===== config.mk =====
export PLATFORM = sky130hd
export DESIGN_NAME = sio_cfg_port
export DESIGN_NICKNAME = d
export VERILOG_FILES = /design/src/rtl/cfgport_pkg.sv /design/src/rtl/sio_cfg_keylock.sv /design/src/rtl/sio_cfg_ldbank.sv /design/src/rtl/sio_cfg_rdpath.sv /design/src/rtl/sio_cfg_port.sv
export SDC_FILE = /design/constraint.sdc
export NUM_CORES = 1
export LEC_CHECK = 0
export BUFFER_PORTS_ARGS = -buffer_cell sky130_fd_sc_hd__buf_2
export CORE_ASPECT_RATIO = 1.5
export CORE_MARGIN = 2
export CORE_UTILIZATION = 32
export CTS_CLUSTER_SIZE = 8
export DETAILED_ROUTE_END_ITERATION = 7
export GPL_TIMING_DRIVEN = 0
export SYNTH_ARGS = -nofsm -noshare
export SYNTH_HDL_FRONTEND = slang
export SYNTH_SLANG_ARGS = --single-unit

===== constraint.sdc =====
create_clock -name clk -period 1.8 [get_ports clk]
set_clock_uncertainty 0.05 [all_clocks]
set_input_delay 0.36 -clock clk [delete_from_list [all_inputs] [get_ports clk]]
set_output_delay 0.36 -clock clk [all_outputs]
set_load 0.1 [all_outputs]

===== src/rtl/cfgport_pkg.sv =====
package cfgport_pkg;

   typedef enum logic {
      CFG_LOCKED = 1'b0,
      CFG_OPEN   = 1'b1
   } cfg_mode_e;

   localparam logic [7:0] RD_IDLE_BYTE = 8'hFF;
   localparam logic [7:0] RD_VOID_BYTE = 8'h00;

   localparam logic BUS_OFS_INDEX = 1'b0;
   localparam logic BUS_OFS_DATA  = 1'b1;

endpackage


===== src/rtl/sio_cfg_keylock.sv =====
module sio_cfg_keylock
   import cfgport_pkg::*;
#(
   parameter logic [7:0] KEY_START = 8'h55,
   parameter logic [7:0] KEY_END   = 8'hAA
) (
   input  logic       clk,
   input  logic       rst_n,
   input  logic       idx_wr,
   input  logic [7:0] wdata,
   output logic       cfg_open,
   output logic [7:0] idx_q
);

   cfg_mode_e mode_q, mode_d;
   logic [7:0] idx_d;

   always_comb begin
      mode_d = mode_q;
      idx_d  = idx_q;
      if (idx_wr) begin
         if (mode_q == CFG_LOCKED) begin
            if (wdata == KEY_START) mode_d = CFG_OPEN;
         end else if (wdata == KEY_END) begin
            mode_d = CFG_LOCKED;
         end else begin
            idx_d = wdata;
         end
      end
   end

   always_ff @(posedge clk) begin
      if (!rst_n) begin
         mode_q <= CFG_LOCKED;
         idx_q  <= 8'h00;
      end else begin
         mode_q <= mode_d;
         idx_q  <= idx_d;
      end
   end

   assign cfg_open = (mode_q == CFG_OPEN);

   p_unlock_r4: assert property (@(posedge clk) disable iff (!rst_n)
      (idx_wr && !cfg_open && wdata == KEY_START) |=> cfg_open);
   p_relock_r4: assert property (@(posedge clk) disable iff (!rst_n)
      (idx_wr && cfg_open && wdata == KEY_END) |=> !cfg_open);
   p_stay_locked_r3: assert property (@(posedge clk) disable iff (!rst_n)
      (!cfg_open && !(idx_wr && wdata == KEY_START)) |=> (!cfg_open && $stable(idx_q)));
   p_idx_load_r5: assert property (@(posedge clk) disable iff (!rst_n)
      (idx_wr && cfg_open && wdata != KEY_END) |=> (idx_q == $past(wdata)));

endmodule


===== src/rtl/sio_cfg_ldbank.sv =====
module sio_cfg_ldbank #(
   parameter int          NUM_LD    = 8,
   parameter logic [7:0]  IDX_LDSEL = 8'h07,
   parameter logic [7:0]  IDX_BMSB  = 8'h60,
   parameter logic [7:0]  IDX_BLSB  = 8'h61,
   localparam int         LD_W      = $clog2(NUM_LD)
) (
   input  logic                 clk,
   input  logic                 rst_n,
   input  logic                 cfg_open,
   input  logic                 dat_wr,
   input  logic [7:0]           idx,
   input  logic [7:0]           wdata,
   output logic [LD_W-1:0]      ld_sel_q,
   output logic [NUM_LD*16-1:0] base_flat
);

   logic               acc_ok;
   logic               sel_we;
   logic [NUM_LD-1:0]  msb_we;
   logic [NUM_LD-1:0]  lsb_we;

   assign acc_ok = cfg_open && dat_wr;
   assign sel_we = acc_ok && (idx == IDX_LDSEL);

   always_ff @(posedge clk) begin
      if (!rst_n)      ld_sel_q <= '0;
      else if (sel_we) ld_sel_q <= wdata[LD_W-1:0];
   end

   for (genvar k = 0; k < NUM_LD; k++) begin : g_dev
      logic [7:0] msb_q;
      logic [7:0] lsb_q;
      logic       hit;

      assign hit       = (ld_sel_q == LD_W'(k));
      assign msb_we[k] = acc_ok && hit && (idx == IDX_BMSB);
      assign lsb_we[k] = acc_ok && hit && (idx == IDX_BLSB);

      always_ff @(posedge clk) begin
         if (!rst_n) begin
            msb_q <= 8'h00;
            lsb_q <= 8'h00;
         end else begin
            if (msb_we[k]) msb_q <= wdata;
            if (lsb_we[k]) lsb_q <= wdata;
         end
      end

      assign base_flat[k*16 +: 16] = {msb_q, lsb_q};
   end

   p_one_bank_r8: assert property (@(posedge clk) disable iff (!rst_n)
      $onehot0({msb_we, lsb_we}));
   p_locked_frozen_r3: assert property (@(posedge clk) disable iff (!rst_n)
      !cfg_open |=> ($stable(base_flat) && $stable(ld_sel_q)));
   p_sel_trunc_r7: assert property (@(posedge clk) disable iff (!rst_n)
      sel_we |=> (ld_sel_q == $past(wdata[LD_W-1:0])));

endmodule


===== src/rtl/sio_cfg_rdpath.sv =====
module sio_cfg_rdpath
   import cfgport_pkg::*;
#(
   parameter int          LD_W      = 3,
   parameter logic [7:0]  IDX_LDSEL = 8'h07,
   parameter logic [7:0]  IDX_ID    = 8'h20,
   parameter logic [7:0]  IDX_REV   = 8'h21,
   parameter logic [7:0]  IDX_BMSB  = 8'h60,
   parameter logic [7:0]  IDX_BLSB  = 8'h61,
   parameter logic [7:0]  CHIP_ID   = 8'h7A,
   parameter logic [7:0]  CHIP_REV  = 8'h01,
   parameter bit          READ_REG  = 1'b1
) (
   input  logic            clk,
   input  logic            rst_n,
   input  logic            rd,
   input  logic            addr,
   input  logic            cfg_open,
   input  logic [7:0]      idx,
   input  logic [LD_W-1:0] ld_sel,
   input  logic [15:0]     sel_base,
   output logic [7:0]      rdata
);

   logic [7:0] rd_val;

   always_comb begin
      if (!cfg_open)                  rd_val = RD_IDLE_BYTE;
      else if (addr == BUS_OFS_INDEX) rd_val = idx;
      else if (idx == IDX_ID)         rd_val = CHIP_ID;
      else if (idx == IDX_REV)        rd_val = CHIP_REV;
      else if (idx == IDX_LDSEL)      rd_val = {{(8-LD_W){1'b0}}, ld_sel};
      else if (idx == IDX_BMSB)       rd_val = sel_base[15:8];
      else if (idx == IDX_BLSB)       rd_val = sel_base[7:0];
      else                            rd_val = RD_VOID_BYTE;
   end

   if (READ_REG) begin : g_reg
      logic [7:0] rdata_q;
      always_ff @(posedge clk) begin
         if (!rst_n)  rdata_q <= RD_IDLE_BYTE;
         else if (rd) rdata_q <= rd_val;
      end
      assign rdata = rdata_q;

      p_hold_r10: assert property (@(posedge clk) disable iff (!rst_n)
         !rd |=> $stable(rdata));
      p_locked_ff_r2: assert property (@(posedge clk) disable iff (!rst_n)
         (rd && !cfg_open) |=> (rdata == RD_IDLE_BYTE));
   end else begin : g_comb
      assign rdata = rd ? rd_val : RD_IDLE_BYTE;

      always_comb begin
         if (rst_n && rd && !cfg_open)
            p_locked_ff_comb_r2: assert (rdata == RD_IDLE_BYTE);
      end
   end

endmodule


===== src/rtl/sio_cfg_port.sv =====
module sio_cfg_port
   import cfgport_pkg::*;
#(
   parameter int          NUM_LD    = 8,
   parameter logic [7:0]  KEY_START = 8'h55,
   parameter logic [7:0]  KEY_END   = 8'hAA,
   parameter logic [7:0]  IDX_LDSEL = 8'h07,
   parameter logic [7:0]  IDX_ID    = 8'h20,
   parameter logic [7:0]  IDX_REV   = 8'h21,
   parameter logic [7:0]  IDX_BMSB  = 8'h60,
   parameter logic [7:0]  IDX_BLSB  = 8'h61,
   parameter logic [7:0]  CHIP_ID   = 8'h7A,
   parameter logic [7:0]  CHIP_REV  = 8'h01,
   parameter bit          READ_REG  = 1'b1
) (
   input  logic                 clk,
   input  logic                 rst_n,
   input  logic                 bus_addr,
   input  logic                 bus_wr,
   input  logic                 bus_rd,
   input  logic [7:0]           bus_wdata,
   output logic [7:0]           bus_rdata,
   output logic [NUM_LD*16-1:0] ld_base_flat
);

   localparam int LD_W = $clog2(NUM_LD);

   if (NUM_LD < 2 || NUM_LD > 128 || (1 << LD_W) != NUM_LD) begin : g_bad_num_ld
      $error("NUM_LD must be a power of two between 2 and 128");
   end
   if (KEY_START == KEY_END) begin : g_bad_keys
      $error("start and end keys must differ");
   end
   if (IDX_LDSEL == IDX_ID || IDX_LDSEL == IDX_REV || IDX_LDSEL == IDX_BMSB ||
       IDX_LDSEL == IDX_BLSB || IDX_ID == IDX_REV || IDX_ID == IDX_BMSB ||
       IDX_ID == IDX_BLSB || IDX_REV == IDX_BMSB || IDX_REV == IDX_BLSB ||
       IDX_BMSB == IDX_BLSB) begin : g_bad_idx
      $error("configuration indexes must be distinct");
   end

   logic            cfg_open;
   logic [7:0]      idx_q;
   logic [LD_W-1:0] ld_sel;
   logic [15:0]     sel_base;
   logic            idx_wr;
   logic            dat_wr;

   assign idx_wr = bus_wr && (bus_addr == BUS_OFS_INDEX);
   assign dat_wr = bus_wr && (bus_addr == BUS_OFS_DATA);

   sio_cfg_keylock #(
      .KEY_START (KEY_START),
      .KEY_END   (KEY_END)
   ) u_keylock (
      .clk      (clk),
      .rst_n    (rst_n),
      .idx_wr   (idx_wr),
      .wdata    (bus_wdata),
      .cfg_open (cfg_open),
      .idx_q    (idx_q)
   );

   sio_cfg_ldbank #(
      .NUM_LD    (NUM_LD),
      .IDX_LDSEL (IDX_LDSEL),
      .IDX_BMSB  (IDX_BMSB),
      .IDX_BLSB  (IDX_BLSB)
   ) u_ldbank (
      .clk       (clk),
      .rst_n     (rst_n),
      .cfg_open  (cfg_open),
      .dat_wr    (dat_wr),
      .idx       (idx_q),
      .wdata     (bus_wdata),
      .ld_sel_q  (ld_sel),
      .base_flat (ld_base_flat)
   );

   assign sel_base = ld_base_flat[{ld_sel, 4'b0000} +: 16];

   sio_cfg_rdpath #(
      .LD_W      (LD_W),
      .IDX_LDSEL (IDX_LDSEL),
      .IDX_ID    (IDX_ID),
      .IDX_REV   (IDX_REV),
      .IDX_BMSB  (IDX_BMSB),
      .IDX_BLSB  (IDX_BLSB),
      .CHIP_ID   (CHIP_ID),
      .CHIP_REV  (CHIP_REV),
      .READ_REG  (READ_REG)
   ) u_rdpath (
      .clk      (clk),
      .rst_n    (rst_n),
      .rd       (bus_rd),
      .addr     (bus_addr),
      .cfg_open (cfg_open),
      .idx      (idx_q),
      .ld_sel   (ld_sel),
      .sel_base (sel_base),
      .rdata    (bus_rdata)
   );

   p_reset_locked_r1: assert property (@(posedge clk)
      !rst_n |=> (!cfg_open && idx_q == 8'h00));

endmodule


Word level (Yosys, flattened, before mapping)

Index checks and enable logic that the tools add are counted.

Output and inout bits: 136
Logic and storage cells: 77
Input port bits: 13
Bits in registers: 148

Bitwise operators: 2
Muxes and demuxes: 10
Shift-type cells: 1
Reductions and logical operators: 30
Equal/unequal tests: 14

Operators by type and width:

| cell                                                                   | number |
|---|---|
| 128-bit by 8-bit indexed part select with 16-bit output                | 1 |
| 8-bit 2-to-1 mux                                                       | 7 |
| 1-bit logical AND                                                      | 28 |
| 8-bit by 7-bit equality test with 1-bit output (second input constant) | 3 |
| 8-bit by 6-bit equality test with 1-bit output (second input constant) | 2 |
| 3-bit equality test (second input constant)                            | 4 |
| 8-bit by 3-bit equality test with 1-bit output (second input constant) | 1 |
| 8-bit equality test (second input constant)                            | 1 |
| 3-bit by 2-bit equality test with 1-bit output (second input constant) | 2 |
| 3-bit by 1-bit equality test with 1-bit output (second input constant) | 1 |
| 3-bit zero test                                                        | 1 |
| 1-bit 2-to-1 mux                                                       | 3 |
| 3-bit AND reduction                                                    | 1 |
| 1-bit NOT                                                              | 2 |

Longest topological paths before layout

Depth after elaboration: 8
Mapped depth: 7
Gate-level depth less buffers: 5

Modules after synthesis

A second synthesis with hierarchy kept.

Cell total of the unflattened synthesis: 640
Area total of the unflattened synthesis: 7011.7 sq um

Modules (own cells, without submodules):

| module          | instances | area each (sq um) | cells each | seq. area each (sq um) |
|---|---|---|---|---|
| sio_cfg_ldbank  | 1         | 4919.7            | 461        | 2622.5 |
| sio_cfg_port    | 1         | 1083.5            | 59         | 0.0 |
| sio_cfg_rdpath  | 1         | 593.1             | 75         | 160.2 |
| sio_cfg_keylock | 1         | 415.4             | 45         | 180.2 |

Least setup slack after synthesis

Ideal clock, no wire load.

Kind: reg-to-reg
From: register u_ldbank.g_dev[2].lsb_q[0]
To: register u_rdpath.g_reg.rdata_q[0] (netlist: u_rdpath.rdata[0])
Required time: 1679 ps
Stages on the path, launching flop included: 6
Path buffers: 0
Clock period less this slack: 1929 ps
Data arrival time: 1809 ps
Path slack: -129 ps
Library setup time: 71 ps
Path through: dfxtp_1 > mux4_2 > and2_1 > a31oi_1 > a31o_2 > a21oi_1

Word-level cells in the longest chain between the ends: 8

Ends and longest elaborated chain:

| item                                                    | line                 | source |
|---|---|---|
| from (decl)                                             | sio_cfg_ldbank.sv:33 | `logic [7:0] lsb_q;` |
| from (signal assigned)                                  | sio_cfg_ldbank.sv:46 | `if (lsb_we[k]) lsb_q <= wdata;` |
| 128-bit by 8-bit indexed part select with 16-bit output | sio_cfg_port.sv:79   | `assign sel_base = ld_base_flat[{ld_sel, 4'b0000} +: 16];` |
| 8-bit 2-to-1 mux                                        | sio_cfg_rdpath.sv:34 | `else if (idx == IDX_BLSB) rd_val = sel_base[7:0];` |
| 8-bit 2-to-1 mux                                        | sio_cfg_rdpath.sv:33 | `else if (idx == IDX_BMSB) rd_val = sel_base[15:8];` |
| 8-bit 2-to-1 mux                                        | sio_cfg_rdpath.sv:32 | `else if (idx == IDX_LDSEL) rd_val = {{(8-LD_W){1'b0}}, ld_sel};` |
| 8-bit 2-to-1 mux                                        | sio_cfg_rdpath.sv:31 | `else if (idx == IDX_REV) rd_val = CHIP_REV;` |
| 8-bit 2-to-1 mux                                        | sio_cfg_rdpath.sv:30 | `else if (idx == IDX_ID) rd_val = CHIP_ID;` |
| 8-bit 2-to-1 mux                                        | sio_cfg_rdpath.sv:29 | `else if (addr == BUS_OFS_INDEX) rd_val = idx;` |
| 8-bit 2-to-1 mux                                        | sio_cfg_rdpath.sv:28 | `if (!cfg_open) rd_val = RD_IDLE_BYTE;` |
| to (signal assigned)                                    | sio_cfg_rdpath.sv:42 | `else if (rd) rdata_q <= rd_val;` |
| to (decl)                                               | sio_cfg_rdpath.sv:39 | `logic [7:0] rdata_q;` |

Every way passes these cells.
A chain may end at the register's enable or synchronous reset.

Final worst setup path

From: register u_ldbank.ld_sel_q[1]
To: register u_rdpath.g_reg.rdata_q[0] (netlist: u_rdpath.rdata[0])

Word-level cells in the longest chain between the ends: 8

Ends and longest elaborated chain:

| item                                                      | line                 | source |
|---|---|---|
| from (decl)                                               | sio_cfg_ldbank.sv:14 | `output logic [LD_W-1:0] ld_sel_q,` |
| from (signal assigned)                                    | sio_cfg_ldbank.sv:28 | `else if (sel_we) ld_sel_q <= wdata[LD_W-1:0];` |
| 128-bit by 8-bit indexed part select with 16-bit output * | sio_cfg_port.sv:79   |  |
| 8-bit 2-to-1 mux                                          | sio_cfg_rdpath.sv:34 |  |
| 8-bit 2-to-1 mux *                                        | sio_cfg_rdpath.sv:33 |  |
| 8-bit 2-to-1 mux *                                        | sio_cfg_rdpath.sv:32 |  |
| 8-bit 2-to-1 mux *                                        | sio_cfg_rdpath.sv:31 |  |
| 8-bit 2-to-1 mux *                                        | sio_cfg_rdpath.sv:30 |  |
| 8-bit 2-to-1 mux *                                        | sio_cfg_rdpath.sv:29 |  |
| 8-bit 2-to-1 mux *                                        | sio_cfg_rdpath.sv:28 |  |

Every way passes the cells marked *; elsewhere a longest branch is shown, timed or not.

==> results.md <==
- Post-synth top area cell: dfxtp_1
- Unrepaired setup endpoints after global routing: yes
- Fin crit period: 2126 ps
- Port buffer count: 141
- Pre-antenna DRT Iters: 7
- Die width: 125.2 um
- Top cells by area, synth: dfxtp_1, mux4_2, mux2i_1
- Pre-CTS setup slack: -873.2 ps
- Synthesis-stage register bit count: 148
- Total power: 7555 uW
- Antenna cells: 0
- Syn nets: 736
- Max-slew violation count: 0
- Sum Neg Setup Slack: -2964 ps
- EDFF count, synth: 0
- Row cnt: 66
- Initial antenna violation count: 0
- Max_cap viols: 0
- Data required, critical path: 2070 ps
- Ys Warns: 0
- Gate Count Post-Synth: 723
- Worst Hold Class: primary input to flip-flop
- Core box area: 21640 um^2
- Via count: 6779
- P&R area growth vs syn: 40.66%
- Reg2reg start: u_ldbank.ld_sel_q[1]
- Slew at the pin with the worst max-slew slack: 822.9 ps
- Share of layout cells above drive strength 1: 0.4402
- Routed length per instance: 24.58 um
- DIE AREA: 23280 um^2
- Failing checks: setup timing
- Clock Latency Late Sink: 440 ps
- CP Launch Point: u_ldbank.ld_sel_q[1]
- # setup viols final: 46
- Post-route clock period utilization: 1.181
- Critical path startpoint category: flip-flop
- Sequential area share after synthesis: 0.4199
- Status: complete, but fails checks
- Largest net degree at the start of global routing: 17
- Synth async-reset ratio: 0
- Root Buffer: clkbuf_16
- Yosys cell types: 54
- Detail Route Antenna Nets: 0
- TritonCTS clock tree: done
- Setup slack, reg-to-reg: -330 ps
- WS Path Type: flip-flop to flip-flop
- Final std cells w/o fill: 1208
- Maximum buffer depth of the clock tree: 2
- Cts bufs inserted: 17
- Crit path arrival time: 2400 ps
- Syn avg cell area: 9.759 um^2
- # placed instances: 1136
- R2r endpoint: u_rdpath.rdata[0]
- Register-to-Register Path Depth: 6
- Hold-fix buffers, CTS: 0
- Gpl congestion: 0.9720
- Drt drc: 0
- Pwr per Cell Area: 761.2 nW/um^2
- GR Overflow Total: 0
- Net count, final: 937
- Initial DRC Count: 455
- H-tree levels: 4
- Final hold vios: 0
- Most common cell after layout, fill and taps aside: buf_2
- IO Pins: 149
- GRT Util Overall: 0.2482
- Slew HR: 0.4514
- Starting Density: 0.3261
- First-pass GRT wire length: 42460 um
- Top-area cell type share of the netlist area: 0.4199
- Die height: 185.9 um
- End of the critical path: u_rdpath.rdata[0]
- Routed WL: 29690 um
- Syn Std Cell Area: 7056 um^2
- Leak pwr: 0.003830 uW
- CP Capture Type: flip-flop
- Final HPWL DP: 20980 um
- Max Fclk: 470.4 MHz
- Final WS setup: -325.9 ps
- Clk sinks: 148
- Vias in the first global route: 6640
- CP max FO: 4
- Worst hold slack: 300.3 ps
- Top FF cell, synth: dfxtp_1
- Commonest cells after routing, fill and taps aside: buf_2, nand2_1, dfxtp_1
- Clk slew on worst S/H paths: 70 ps
- Worst vdd ir: 455.5 uV
- Via-to-Cell Ratio: 5.612
## cell usage after synthesis, drive strengths merged, types with 7 or more instances
master	number
dfxtp	148
nand2	106
a21boi	76
nor2b	70
mux2i	66
nand3	65
clkbuf	45
mux4	32
buf	23
a21oi	10
nor2	8
nor3	7
o21ai	7
## power by group
group	internal (uW)	switching [uW]	total, uW
Sequential	3260	0.193	3260
Combinational	70.9	180	251
Clock	2480	1560	4040
## metal layers
layer	vias to the layer above	global-route usage	share of wire
met4	0	0.1760	0.081
met1	3330	0.2649	0.37
met2	336	0.4393	0.50
met3	131	0.04829	0.053
met5	-	0	0
li1	2982	-	-
## flip-flops by register name (all words and copies together) (netlist names)
signal                cells
u_ldbank.g_dev.lsb_q     64
u_ldbank.g_dev.msb_q     64
u_keylock.idx_q           8
u_rdpath.rdata            8
u_ldbank.ld_sel_q         3
u_keylock.cfg_open        1
## worst min path at each step
stage	slack, ps	endpoint	cells past startpoint	from
2_1_floorplan	460	u_keylock.cfg_open	2	u_keylock.cfg_open
3_3_place_gp	410	u_ldbank.g_dev[0].msb_q[3]	2	u_ldbank.g_dev[0].msb_q[3]
3_5_place_dp	420	u_ldbank.g_dev[7].lsb_q[1]	2	u_ldbank.g_dev[7].lsb_q[1]
4_1_cts	260	u_keylock.cfg_open	3	bus_wr
5_1_grt	290	u_keylock.cfg_open	4	bus_wr
6_report	300	u_keylock.cfg_open	4	bus_wr
## cell type report
| cell class | instances | area (um^2) |
|---|---|---|
| fillers | 2110 | 11710 |
| clock inverters | 14 | 224.0 |
| flip-flops and latches | 148 | 3065 |
| inverters | 2 | 7.507 |
| multi-input cells | 505 | 4169 |
| repair buffers | 187 | 1171 |
| well taps | 272 | 340.3 |
| plain buffers | 63 | 521.8 |
| clock buffers | 17 | 425.4 |
## repair_timing
item	4_1_cts	5_1_grt
setup endpoints to repair	145	146
setup buffers	32	12
resized for setup	127	84
pin swaps	21	29
gates cloned	1	1
## metrics by stage
step	area [um^2]	util
final	9925	0.4587
after global routing	9925	0.4587
after CTS	9572	0.4424
after detailed placement	8185	0.3783
after global placement	8185	0.3783
after floorplan	7139	-
## worst max-delay path, cell delays in order (launching register included)
cell	delay (ps)
dfxtp_4	410
buf_4	130
mux4_2	540
and2_1	190
a31oi_1	380
a31o_2	250
a21oi_1	60
## cell families after synthesis
family / count (synthesis) / share of synthesized area
mux: 98 / 0.1958
compound gates: 117 / 0.1211
buf+inv: 70 / 0.04221
flops: 148 / 0.4199
simple gates: 290 / 0.2210
(Power assumes the default switching activity.)
